## src/rtl/mhf_pkg.sv

```systemverilog
package mhf_pkg;
  localparam int unsigned CRC_W    = 32;
  localparam logic [31:0] CRC_POLY = 32'hEDB8_8320;
  localparam logic [31:0] CRC_INIT = 32'hFFFF_FFFF;

  // One byte of a reflected CRC-32, LSB of the byte first.
  function automatic logic [31:0] crc_step(input logic [31:0] c_in, input logic [7:0] d);
    logic [31:0] c;
    c = c_in;
    for (int b = 0; b < 8; b++) begin
      if (c[0] ^ d[b]) c = (c >> 1) ^ CRC_POLY;
      else             c = c >> 1;
    end
    return c;
  endfunction
endpackage

```

## src/rtl/mhf_hash_table.sv

```systemverilog
module mhf_hash_table #(
  parameter int unsigned IDX_W = 9,
  localparam int unsigned DEPTH = 1 << IDX_W
) (
  input  logic             clk,
  input  logic             rst_n,
  input  logic             wr_en,
  input  logic [IDX_W-1:0] wr_idx,
  input  logic             wr_val,
  input  logic [IDX_W-1:0] rd_idx,
  output logic             rd_bit
);
  logic [DEPTH-1:0] tbl_q, tbl_d;

  always_comb begin
    tbl_d = tbl_q;
    if (wr_en) tbl_d[wr_idx] = wr_val;
  end

  always_ff @(posedge clk or negedge rst_n) begin
    if (!rst_n)     tbl_q <= '0;
    else if (wr_en) tbl_q <= tbl_d;
  end

  // Read sees the table before this cycle's write.
  assign rd_bit = tbl_q[rd_idx];

  AST_WR_TAKES_EFFECT: assert property (@(posedge clk) disable iff (!rst_n)
    wr_en |=> tbl_q[$past(wr_idx)] == $past(wr_val));
  AST_NO_WR_HOLDS: assert property (@(posedge clk) disable iff (!rst_n)
    !wr_en |=> $stable(tbl_q));
endmodule

```

## src/rtl/mhf_da_crc.sv

```systemverilog
module mhf_da_crc #(
  parameter int unsigned NBYTES = 6,
  localparam int unsigned CNT_W = $clog2(NBYTES + 1)
) (
  input  logic             clk,
  input  logic             rst_n,
  input  logic             da_valid,
  input  logic             da_sof,
  input  logic [7:0]       da_byte,
  output logic             take,
  output logic             last,
  output logic [CNT_W-1:0] pos,
  output logic [31:0]      crc_nxt
);
  import mhf_pkg::*;

  logic [CNT_W-1:0] cnt_q, cnt_d;
  logic [31:0]      crc_q, crc_d, crc_base;

  assign pos  = da_sof ? '0 : cnt_q;
  assign take = da_valid && (da_sof || cnt_q != '0);
  assign last = take && (pos == CNT_W'(NBYTES - 1));

  assign crc_base = da_sof ? CRC_INIT : crc_q;
  assign crc_nxt  = crc_step(crc_base, da_byte);

  always_comb begin
    cnt_d = cnt_q;
    crc_d = crc_q;
    if (take) begin
      crc_d = crc_nxt;
      cnt_d = last ? '0 : pos + 1'b1;
    end
  end

  always_ff @(posedge clk or negedge rst_n) begin
    if (!rst_n) begin
      cnt_q <= '0;
      crc_q <= '0;
    end else if (take) begin
      cnt_q <= cnt_d;
      crc_q <= crc_d;
    end
  end

  AST_CNT_RANGE: assert property (@(posedge clk) disable iff (!rst_n)
    cnt_q < CNT_W'(NBYTES));
endmodule

```

## src/rtl/mhf_da_match.sv

```systemverilog
module mhf_da_match #(
  parameter int unsigned NBYTES = 6,
  localparam int unsigned CNT_W = $clog2(NBYTES + 1)
) (
  input  logic               clk,
  input  logic               rst_n,
  input  logic               take,
  input  logic               da_sof,
  input  logic [CNT_W-1:0]   pos,
  input  logic [7:0]         da_byte,
  input  logic [NBYTES*8-1:0] own_addr,
  output logic               grp_nxt,
  output logic               bc_nxt,
  output logic               own_nxt
);
  logic       grp_q, bc_q, own_q;
  logic [7:0] own_byte;

  assign own_byte = own_addr[{pos, 3'b000} +: 8];

  always_comb begin
    grp_nxt = da_sof ? da_byte[0] : grp_q;
    bc_nxt  = (da_sof ? 1'b1 : bc_q)  && (da_byte == 8'hFF);
    own_nxt = (da_sof ? 1'b1 : own_q) && (da_byte == own_byte);
  end

  always_ff @(posedge clk or negedge rst_n) begin
    if (!rst_n) begin
      grp_q <= 1'b0;
      bc_q  <= 1'b0;
      own_q <= 1'b0;
    end else if (take) begin
      grp_q <= grp_nxt;
      bc_q  <= bc_nxt;
      own_q <= own_nxt;
    end
  end

  AST_BC_IS_GROUP: assert property (@(posedge clk) disable iff (!rst_n)
    bc_q |-> grp_q);
endmodule

```

## src/rtl/mcast_hash_filter.sv

```systemverilog
module mcast_hash_filter #(
  parameter int unsigned HASH_W = 9,
  parameter int unsigned NBYTES = 6,
  localparam int unsigned CNT_W   = $clog2(NBYTES + 1),
  localparam int unsigned VAL_BIT = HASH_W
) (
  input  logic              clk,
  input  logic              rst_n,
  input  logic              ctl_wr_en,
  input  logic [31:0]       ctl_wr_data,
  input  logic [31:0]       own_addr_lo,
  input  logic [15:0]       own_addr_hi,
  input  logic              promisc_en,
  input  logic              da_valid,
  input  logic              da_sof,
  input  logic [7:0]        da_byte,
  output logic              flt_done,
  output logic              flt_accept,
  output logic [HASH_W-1:0] flt_hash
);
  logic             take, last;
  logic [CNT_W-1:0] pos;
  logic [31:0]      crc_nxt;
  logic             grp_nxt, bc_nxt, own_nxt, tbl_hit;
  logic [HASH_W-1:0] hash_nxt;
  logic             acc_d;
  logic             done_q, acc_q;
  logic [HASH_W-1:0] hash_q;

  mhf_da_crc #(.NBYTES(NBYTES)) u_crc (
    .clk(clk), .rst_n(rst_n), .da_valid(da_valid), .da_sof(da_sof),
    .da_byte(da_byte), .take(take), .last(last), .pos(pos), .crc_nxt(crc_nxt)
  );

  mhf_da_match #(.NBYTES(NBYTES)) u_match (
    .clk(clk), .rst_n(rst_n), .take(take), .da_sof(da_sof), .pos(pos),
    .da_byte(da_byte), .own_addr({own_addr_hi, own_addr_lo}),
    .grp_nxt(grp_nxt), .bc_nxt(bc_nxt), .own_nxt(own_nxt)
  );

  // Index = top bits of the bit-reversed CRC: hash bit j is CRC bit HASH_W-1-j.
  for (genvar j = 0; j < HASH_W; j++) begin : g_rev
    assign hash_nxt[j] = crc_nxt[HASH_W-1-j];
  end

  mhf_hash_table #(.IDX_W(HASH_W)) u_tbl (
    .clk(clk), .rst_n(rst_n), .wr_en(ctl_wr_en),
    .wr_idx(ctl_wr_data[HASH_W-1:0]), .wr_val(ctl_wr_data[VAL_BIT]),
    .rd_idx(hash_nxt), .rd_bit(tbl_hit)
  );

  always_comb begin
    acc_d = promisc_en || bc_nxt || (grp_nxt ? tbl_hit : own_nxt);
  end

  always_ff @(posedge clk or negedge rst_n) begin
    if (!rst_n) done_q <= 1'b0;
    else        done_q <= last;
  end

  always_ff @(posedge clk or negedge rst_n) begin
    if (!rst_n) begin
      acc_q  <= 1'b0;
      hash_q <= '0;
    end else if (last) begin
      acc_q  <= acc_d;
      hash_q <= hash_nxt;
    end
  end

  assign flt_done   = done_q;
  assign flt_accept = acc_q;
  assign flt_hash   = hash_q;

  AST_DONE_SINGLE: assert property (@(posedge clk) disable iff (!rst_n)
    flt_done |=> !flt_done);
  AST_DONE_AFTER_BYTE: assert property (@(posedge clk) disable iff (!rst_n)
    flt_done |-> $past(da_valid));
  AST_PROMISC_ACCEPT: assert property (@(posedge clk) disable iff (!rst_n)
    flt_done && $past(promisc_en) |-> flt_accept);
  AST_RESULT_HOLDS: assert property (@(posedge clk) disable iff (!rst_n)
    !last |=> $stable(flt_hash) && $stable(flt_accept));
endmodule

```

## config.mk

```make
export PLATFORM = sky130hd
export DESIGN_NAME = mcast_hash_filter
export DESIGN_NICKNAME = d
export VERILOG_FILES = /design/src/rtl/mhf_pkg.sv /design/src/rtl/mhf_hash_table.sv /design/src/rtl/mhf_da_crc.sv /design/src/rtl/mhf_da_match.sv /design/src/rtl/mcast_hash_filter.sv
export SDC_FILE = /design/constraint.sdc
export NUM_CORES = 1
export LEC_CHECK = 0
export BUFFER_PORTS_ARGS = -buffer_cell sky130_fd_sc_hd__buf_2
export CORE_MARGIN = 2
export CORE_UTILIZATION = 50
export CTS_CLUSTER_DIAMETER = 120
export DETAILED_ROUTE_END_ITERATION = 10
export PLACE_DENSITY = 0.69
export SYNTH_ARGS = -nofsm -noshare
export SYNTH_HDL_FRONTEND = slang
export SYNTH_SLANG_ARGS = --single-unit
```

## constraint.sdc

```tcl
create_clock -name clk -period 3.5 [get_ports clk]
set_clock_uncertainty 0.2 [all_clocks]
set_input_delay 0.35 -clock clk [delete_from_list [all_inputs] [get_ports clk]]
set_output_delay 0.35 -clock clk [all_outputs]
set_load 0.1 [all_outputs]
```

[Word level (Yosys, flattened, before mapping)]
Index checks and enable logic that the tools add are counted.
Cells by class
  magnitude comparators: 3
  bitwise logic cells: 16
  add/sub/neg operators: 1
  eq/ne operators: 3
  reduce and logical (&&, ||, !) cells: 9
  shift-type cells: 1
  muxes and demuxes: 20
Operator list (number)
  $bwmux 512: 1
  $mux 32: 9
  $not 13->14: 8
  $shiftx 48x7->8: 1
  $lt 9x10->1 const B: 2
  $bmux 1 s9: 1
  $demux 1 s9: 1
  $ge 9x1->1 const B: 1
  $eq 8x8->1: 1
  $eq 8x8->1 const B: 1
  $xor 1x1->1: 8
  $mux 1: 6
  $mux 3: 2
  $logic_and 1x1->1: 5
  $add 3x1->3 const B: 1
  $eq 3x3->1 const B: 1
  $logic_or 1x1->1: 3
  $reduce_bool 3->1: 1
Storage, ports and cells
  word-level logic and storage cells: 62
  bits of input ports: 94
  output and inout bits: 11
  bits in registers: 561

[Logic depth before layout (Yosys ltp)]
Gate-level depths: netlist of run 1.
  depth after elaboration: 21
  depth in mapped cells: 15

[Cells and area by module]
A second synthesis of run 1 with hierarchy kept.
Second synthesis, totals
  cell total of the unflattened synthesis: 3201
  area, all modules: 29635.9 µm²
Modules (own cells, without submodules)
  mhf_hash_table: cells each 2853, sequential area each 12812.3 µm², area each 25853.5 µm², instances 1
  mhf_da_crc: cells each 262, sequential area each 875.8 µm², area each 2668.8 µm², instances 1
  mhf_da_match: cells each 61, sequential area each 75.1 µm², area each 671.9 µm², instances 1
  mcast_hash_filter: cells each 25, sequential area each 275.3 µm², area each 441.7 µm², instances 1

[Least setup slack after synthesis of run 1]
Ideal clock, no wire load.
  path type: input -> register
  from: input da_byte[0]
  to: register acc_q, in the netlist flt_accept
  buffers on the path: 2
  setup slack: 0.354 ns
  cell stages on the path: 11
  arrival time: 2.809 ns
  library setup time: 0.137 ns
  cell sequence: buf_2 -> xnor2_2 -> xor3_2 -> nor2_1 -> clkbuf_1 -> a31oi_1 -> o211a_1 -> o41ai_2 -> a31oi_1 -> nor4b_1 -> o31ai_1
On the way
  word-level cells in the longest chain between the ends: 15
Ends and longest elaborated chain
  start: declaration: line mcast_hash_filter.sv:16  | input logic [7:0] da_byte,
  $xor 1x1->1: line mhf_pkg.sv:11  | if (c[0] ^ d[b]) c = (c >> 1) ^ CRC_POLY;
  $mux 32: line mhf_pkg.sv:11
  $mux 32 / $not 13->14 (equally long branches)
  $mux 32 (3 in series): line mhf_pkg.sv:11
  $mux 32 / $not 13->14 (equally long branches)
  $xor 1x1->1, or another cell as far along: line mhf_pkg.sv:11
  $mux 32: line mhf_pkg.sv:11
  $not 13->14 (no line) / $mux 32 (equally long branches)
  $mux 32: line mhf_pkg.sv:11
  $bmux 1 s9: line mhf_hash_table.sv:26  | assign rd_bit = tbl_q[rd_idx];
  $mux 1 (implied by the code): line mhf_hash_table.sv:26
  $mux 1: line mcast_hash_filter.sv:53  | acc_d = promisc_en || bc_nxt || (grp_nxt ? tbl_hit : own_nxt);
  $logic_or 1x1->1 (*): line mcast_hash_filter.sv:53
  end signal: assignment: line mcast_hash_filter.sv:63  | acc_q <= 1'b0;
  end signal: assignment: line mcast_hash_filter.sv:66  | acc_q <= acc_d;
  end: declaration: line mcast_hash_filter.sv:27  | logic done_q, acc_q;
Every way passes the cells marked *; elsewhere a longest branch is shown, timed or not. The select of a mux whose other input is x is not followed.
A chain may end at the register's enable or synchronous reset.

[Worst setup path in the final report of run 1]
  from: register u_crc.crc_q[7]
  to: register acc_q, in the netlist flt_accept
On the way
  word-level cells in the longest chain between the ends: 15
Ends and longest elaborated chain
  start: declaration: line mhf_da_crc.sv:18  | logic [31:0] crc_q, crc_d, crc_base;
  start signal: assignment: line mhf_da_crc.sv:42  | crc_q <= crc_d;
  $mux 32 (*): line mhf_da_crc.sv:24  | assign crc_base = da_sof ? CRC_INIT : crc_q;
  $mux 32 (*): line mhf_pkg.sv:11
  $not 13->14 (no line)
  $mux 32 (*) (6 in series): line mhf_pkg.sv:11
  $xor 1x1->1 (*): line mhf_pkg.sv:11
  $mux 32 (*): line mhf_pkg.sv:11
  $bmux 1 s9 (*): line mhf_hash_table.sv:26
  $mux 1 (implied by the code) (*): line mhf_hash_table.sv:26
  $mux 1 (*): line mcast_hash_filter.sv:53
  $logic_or 1x1->1 (*): line mcast_hash_filter.sv:53
Marks and branches as above.

==> results.json, run 1 <==
{
  "status": "finished, violations left",
  "violations": "setup timing",
  "ys_warn_count": 0,
  "synth_top_cell_by_area": "dfrtp_1",
  "crit_path_top_delay_cell": "mux4_2",
  "p_per_area_nw_per_um2": 836,
  "die-area_um2": 61400,
  "htreeDepth": 2,
  "grt_pass1_wl_um": 171000,
  "dpl_cell_area_um2": 32800,
  "synth_edf_count": 0,
  "fin_ws_ps": -52.7,
  "crit_end": "flt_accept",
  "cts.sink_count": 561,
  "maxCapViolCount": 0,
  "synth_seq_area_share": 0.473,
  "required_ps": 3770,
  "relSlewSlack": 0.345,
  "reg2reg_depth": 13,
  "cp-startpoint": "u_crc.crc_q[7]",
  "wirelength_um": 114000,
  "start_util": 0.504,
  "die_y_um": 248,
  "setup_viol": 1,
  "drc": 0,
  "synth-compound-area-share": 0.136,
  "crit_fanout": 19,
  "root_buffer": "clkbuf_16",
  "ir_drop_mv": 0.668,
  "critical_path_cell_count": 13,
  "critical_path_buf_inv_count": 3,
  "grt_max_degree": 119,
  "cts_tree": "yes",
  "ys_types": 75,
  "worst_slew_pin_slew_ps": 970,
  "wire_per_inst_um": 25.0,
  "hold_class": "primary input to register",
  "synth_top_family_by_area": "simple AND/OR/NAND/NOR gates",
  "dp_cells": 4427,
  "gp_congestion": 0.923,
  "synthMuxAreaShare": 0.0555,
  "antenna_found_initial": 1,
  "dieWidth_um": 248,
  "critPathKind": "register to register",
  "cts_max_path_buffers": 3,
  "finalNonFillerCells": 4552,
  "nNetsFinal": 3831,
  "synth_fp_nets": 3677,
  "ant_nets": 0,
  "grt_pass1_vias": 28000,
  "clk_latency_ps": 660,
  "hold_viol_final": 0,
  "max_clock_freq_ghz": 0.281,
  "synth-seq-cells": 561,
  "grt-ovfl-total": 0,
  "n_fill_cell": 5101,
  "synthArstFlopShare": 1.00,
  "dr.pass1.iters": 7,
  "vias": 29500,
  "hpwlAfterDp_um": 66000,
  "critical-path-max-stage-delay_ps": 560,
  "final_util": 0.599,
  "critPathArrivalTime_ps": 3830,
  "start_kind": "register",
  "drt-initial-drc-count": 4888,
  "clk_pin_slew_ps": 60,
  "crit_top_cell": "buf_12",
  "ys.flop_type": "dfrtp_1",
  "area_growth_pct": 18.7,
  "netlist_area_um2": 29700,
  "critPathCaptureType": "register",
  "layout-drive-gt1-share": 0.168,
  "via_per_inst": 6.47,
  "io_pins": 105,
  "synthTopCellsByArea": "dfrtp_1 47%, nand2_1 11%, nand3_1 10%, o21ai_0 9.5%, mux2i_1 3.5%",
  "min_period_over_period": 1.02,
  "crit_chain": "xnor2_2 > o21a_2 > o211ai_4 > buf_12 > nand2_8 > buf_12 > buf_12 > mux4_2 > o21ai_2 > a22o_1 > o31ai_1 > a311oi_1 > o31ai_1",
  "stdcell_area_um2": 35300,
  "rr_endpoint": "flt_accept",
  "rsz0062_at_grt": "yes",
  "synth_xor_area_frac": 0.0327,
  "drv_slew": 0,
  "yosys.area_share.simple": 0.255,
  "path_delay_family": "compound AO/OA/AOI/OAI gates",
  "rows": 89,
  "seq_area_um2": 14000,
  "leakage_nw": 17.4,
  "pre_cts_ws_ps": -509,
  "setup_tns_ps": -52.7,
  "portBuffers": 82,
  "core_um2": 58900,
  "yosysTopAreaCellShare": 0.473,
  "diodes": 0,
  "synth_adder_area_share": 0.000843,
  "syn-instance-count": 3581,
  "groute.usage.overall": 0.367,
  "r2r_start": "u_crc.crc_q[7]",
  "r2r_slack_ps": -50,
  "finalCriticalPeriod_ps": 3550,
  "multi_input_area_um2": 14700,
  "synth.avg_cell_area_um2": 8.29,
  "numCtsBuffers": 60
}
==> report_power, final <==
part           total, mW  switching (mW)  internal, mW
logic               15.5            9.19          6.36
clock network       6.79            2.79          4.00
registers           7.16           0.269          6.89
total               29.5            12.2          17.2
==> repair_timing <==
item | 4_1_cts | 5_1_grt
pin swaps | 5 | 13
hold buffers | 6 | 0
gates resized for setup | 20 | 32
endpoints found under the setup margin | 1 | 1
hold endpoints to repair | 146 | 0
buffers inserted | 5 | 7
gates cloned | 0 | 1
==> flip-flops by register name, summed over array words and instances (netlist names), 3 cells and up <==
register / cells
u_crc.crc_q: 32
u_tbl.tbl_q: 512
u_crc.cnt_q: 3
flt_hash: 9
==> per-stage QoR <==
step | total power [mW] | hold WS, ps
6_report | 29.5 | 38.1
5_1_grt | 30.3 | 46.6
4_1_cts | 28.5 | 25.8
3_5_place_dp | 21.5 | 158
3_3_place_gp | 21.4 | 158
2_1_floorplan | 14.5 | -146
==> tightest hold or removal path, stage by stage <==
cell     delay, ps
buf_2          110
buf_4          180
xnor2_1        120
o21ai_0         60
==> worst min path at each step <==
stage | startpoint | end | cells past startpoint
floorplan | rst_n | flt_accept | 0
global placement | rst_n | u_tbl.tbl_q[127] | 1
detailed placement | rst_n | u_tbl.tbl_q[121] | 1
CTS | da_byte[2] | u_crc.crc_q[10] | 4
global route | da_byte[2] | u_crc.crc_q[10] | 4
finish | da_byte[2] | u_crc.crc_q[10] | 4
==> cell usage in the layout, fill, tap and decap left out, types with 8 or more instances in the layout <==
cell         n
mux4_2      20
a21oi_1     11
nor2b_1     15
nand2_1    892
mux2_2      13
nor2_1      92
buf_2       80
nand2_2     12
mux2i_1    104
and3_1      17
clkbuf_16   61
a311oi_1     8
a31oi_1     20
a32oi_1     24
xor2_1      17
nand3_1    610
nand4_1     18
o21ai_0    561
nand2b_1     8
xnor2_2      9
dfrtp_1    559
buf_12      39
buf_4      284
a211oi_1    20
xnor2_1     68
clkbuf_8    15
clkbuf_1    12
nor2_4      15
==> cells in the mapped netlist (8+ instances only) <==
library cell  count
clkbuf_1        260
mux4_2           20
buf_2            42
a32oi_1          24
buf_6             8
dfrtp_1         561
a31oi_1          22
mux2i_1         105
nor3_1           12
nor2b_1          15
o21ai_0         562
nand2b_1          8
a21oi_1          12
nand3_1         614
buf_1             8
mux2_2           13
xor2_1           18
nand4_1          18
nor2_1          109
o22ai_1           8
xnor2_1          76
and3_1           17
a211oi_1         23
a311oi_1         10
nand2_1         904
==> cell families after synthesis <==
group	after synthesis
AO/OA/AOI/OAI	714
XOR/XNOR	101
adder cells (fa/ha/maj)	2
buffers and inverters	331
flip-flops	561
multiplexers	138
AND/OR/NAND/NOR	1734
==> final cells by class <==
| class | count | area share |
|---|---|---|
| flip-flops and latches | 561 | 0.398 |
| clock inverters | 18 | 0.00784 |
| inverters | 5 | 0.000532 |
| repair buffers | 417 | 0.0985 |
| multi-input cells | 2690 | 0.417 |
| clock buffers | 88 | 0.0504 |
| well taps | 773 | 0.0274 |
==> metal layers <==
| layer | up-vias | wire length (µm) | track usage |
|---|---|---|---|
| li1 | 12700 | - | - |
| met1 | 14100 | 43900 | 0.510 |
| met2 | 2213 | 48100 | 0.534 |
| met5 | - | 0 | 0 |
| met4 | 0 | 5830 | 0.164 |
| met3 | 452 | 15800 | 0.106 |
(Power assumes the default switching activity.)
==> run 2, diff against run 1 <==
--- a/config.mk
+++ b/config.mk
@@ -8,9 +8,11 @@
 export BUFFER_PORTS_ARGS = -buffer_cell sky130_fd_sc_hd__buf_2
 export CORE_MARGIN = 2
 export CORE_UTILIZATION = 50
+export CTS_BUF_LIST = sky130_fd_sc_hd__clkbuf_2 sky130_fd_sc_hd__clkbuf_4 sky130_fd_sc_hd__clkbuf_8
 export CTS_CLUSTER_DIAMETER = 120
 export DETAILED_ROUTE_END_ITERATION = 10
 export PLACE_DENSITY = 0.69
+export SKIP_LAST_GASP = 1
 export SYNTH_ARGS = -nofsm -noshare
 export SYNTH_HDL_FRONTEND = slang
 export SYNTH_SLANG_ARGS = --single-unit
==> run 2 against run 1 <==
The flow still finishes with violations (setup timing). Sequential share of layout area fell by 0.12 points. Wire length up 0.48%. Die area unchanged. Clock power is 9.6% lower. Hold slack gained 29 ps. Fmax increased by 0.44%. Global-route usage up 0.12 points. Worst setup slack better by 16 ps.
==> results.json, run 2 (synthesis gave the netlist of run 1 again) <==
{
  "regMostFlops": "u_tbl.tbl_q",
  "gp_congestion": 0.923,
  "stdcell_area_um2": 35400,
  "start_kind": "register",
  "path_delay_family": "compound AO/OA/AOI/OAI gates",
  "groute.usage.overall": 0.369,
  "violations": "setup timing",
  "htreeDepth": 3,
  "wirelength_um": 114000,
  "finalCriticalPeriod_ps": 3540,
  "cts_max_path_buffers": 3,
  "min_period_over_period": 1.01,
  "dr.pass1.iters": 8,
  "vias": 29800,
  "numCtsBuffers": 94,
  "layout_common_cells": "891 x nand2_1, 610 x nand3_1, 560 x o21ai_0",
  "hold_class": "primary input to register",
  "cts_tree": "yes",
  "clk_latency_ps": 700,
  "final_util": 0.600,
  "layout-drive-gt1-share": 0.187,
  "crit_chain": "xnor2_4 > nor3_1 > buf_4 > o211ai_4 > buf_12 > nand2_8 > buf_12 > buf_12 > mux4_2 > o21ai_2 > a22o_1 > o31ai_1 > a311oi_1 > o31ai_1",
  "drc": 0,
  "rows": 89,
  "grt_pass1_wl_um": 171000,
  "grt_pass1_vias": 28100,
  "grt_max_degree": 119,
  "hpwlAfterDp_um": 66000,
  "io_pins": 105,
  "drt-initial-drc-count": 4633,
  "status": "finished, violations left",
  "start_util": 0.504,
  "p_total_mw": 29.3,
  "core_um2": 58900,
  "n_fill_cell": 5136,
  "p_per_area_nw_per_um2": 828,
  "critical_path_buf_inv_count": 4,
  "m1WireLength_um": 43700,
  "portBuffers": 82,
  "crit_fanout": 19,
  "crit_path_top_delay_cell": "mux4_2",
  "dpl_cell_area_um2": 32800,
  "route.met3.wl_um": 16200,
  "clk_pin_slew_ps": 70,
  "fin_ws_ps": -37.0,
  "required_ps": 3860,
  "cts.sink_count": 561,
  "via_per_inst": 6.45,
  "relSlewSlack": 0.315,
  "dieWidth_um": 248,
  "worst_slew_pin_slew_ps": 1010,
  "die-area_um2": 61400,
  "max_clock_freq_ghz": 0.283,
  "dp_cells": 4427,
  "rsz0062_at_grt": "yes",
  "root_buffer": "clkbuf_8",
  "crit_top_cell": "buf_12",
  "setup_tns_ps": -37.0,
  "wl_met2_um": 47900,
  "leakage_nw": 17.6,
  "pre_cts_ws_ps": -509,
  "die_y_um": 248,
  "setup_viol": 1,
  "routed.top_layer": "met5",
  "ir_drop_mv": 0.636,
  "maxCapViolCount": 0,
  "largest_register_ff_count": 512,
  "critPathArrivalTime_ps": 3900,
  "area_growth_pct": 19.1,
  "final_common_cell": "nand2_1",
  "critical-path-max-stage-delay_ps": 550,
  "critPathCaptureType": "register",
  "ant_nets": 0,
  "critPathKind": "register to register",
  "drv_slew": 0,
  "antenna_found_initial": 4,
  "holdWs_ps": 66.8,
  "grt-ovfl-total": 0,
  "wire_per_inst_um": 24.7,
  "finalNonFillerCells": 4619,
  "nNetsFinal": 3878,
  "hold_viol_final": 0
}
run 2: cell types whose count changed in the layout (fill, tap and decap cells not counted), sizes merged:
cell and change:
clkbuf +52, bufinv -5, clkinv +8, clkinvlp -1
dlygate4sd3 +5, diode +1, buf +7
run 2: final timing paths:
kind | from | cells after the start | slack [ps] | to
min | ctl_wr_en | 6 | 70 | u_tbl.tbl_q[492]
max | u_crc.crc_q[6] | 14 | -40 | flt_accept
min in group asynchronous | rst_n | 3 | 510 | u_tbl.tbl_q[100]
max in group asynchronous | rst_n | 4 | 1370 | u_tbl.tbl_q[101]
max reg2reg | u_crc.crc_q[6] | 14 | -40 | flt_accept
min reg2reg | u_crc.crc_q[31] | 2 | 280 | u_crc.crc_q[31]
run 2: routing by layer:
metal  vias to the layer above  track usage
met3                       466        0.102
li1                      12700            -
met2                      2251        0.530
met5                         -            0
met4                         4        0.177
met1                     14300        0.514
run 2: worst min-delay path, cell delays in order:
cell     delay, ps
buf_2          130
nand2_1         70
nor2_1         110
nand2_2        130
o21ai_0         90
nand2_1         60
run 2: cell type report:
type	instances	area (µm²)	area share
clock inverter	20	159	0.00449
multi-input combinational	2690	14800	0.418
timing repair buffer	430	3630	0.103
antenna	1	2.50	0.0000707
inverter	5	18.8	0.000531
clock buffer	139	1760	0.0497
tap	773	967	0.0273
sequential	561	14000	0.397
run 2: where the power goes:
group	total, mW	internal (mW)	switching (mW)
clock network	6.14	3.34	2.80
registers	7.16	6.89	0.272
logic	16.0	6.62	9.38
run 2: what timing repair did:
action	in CTS	in global routing
buffers inserted	5	16
cloned	0	2
endpoints found under the setup margin	1	1
pin swaps	5	23
hold buffers	11	0
hold endpoints to repair	320	0
resized for setup	19	51
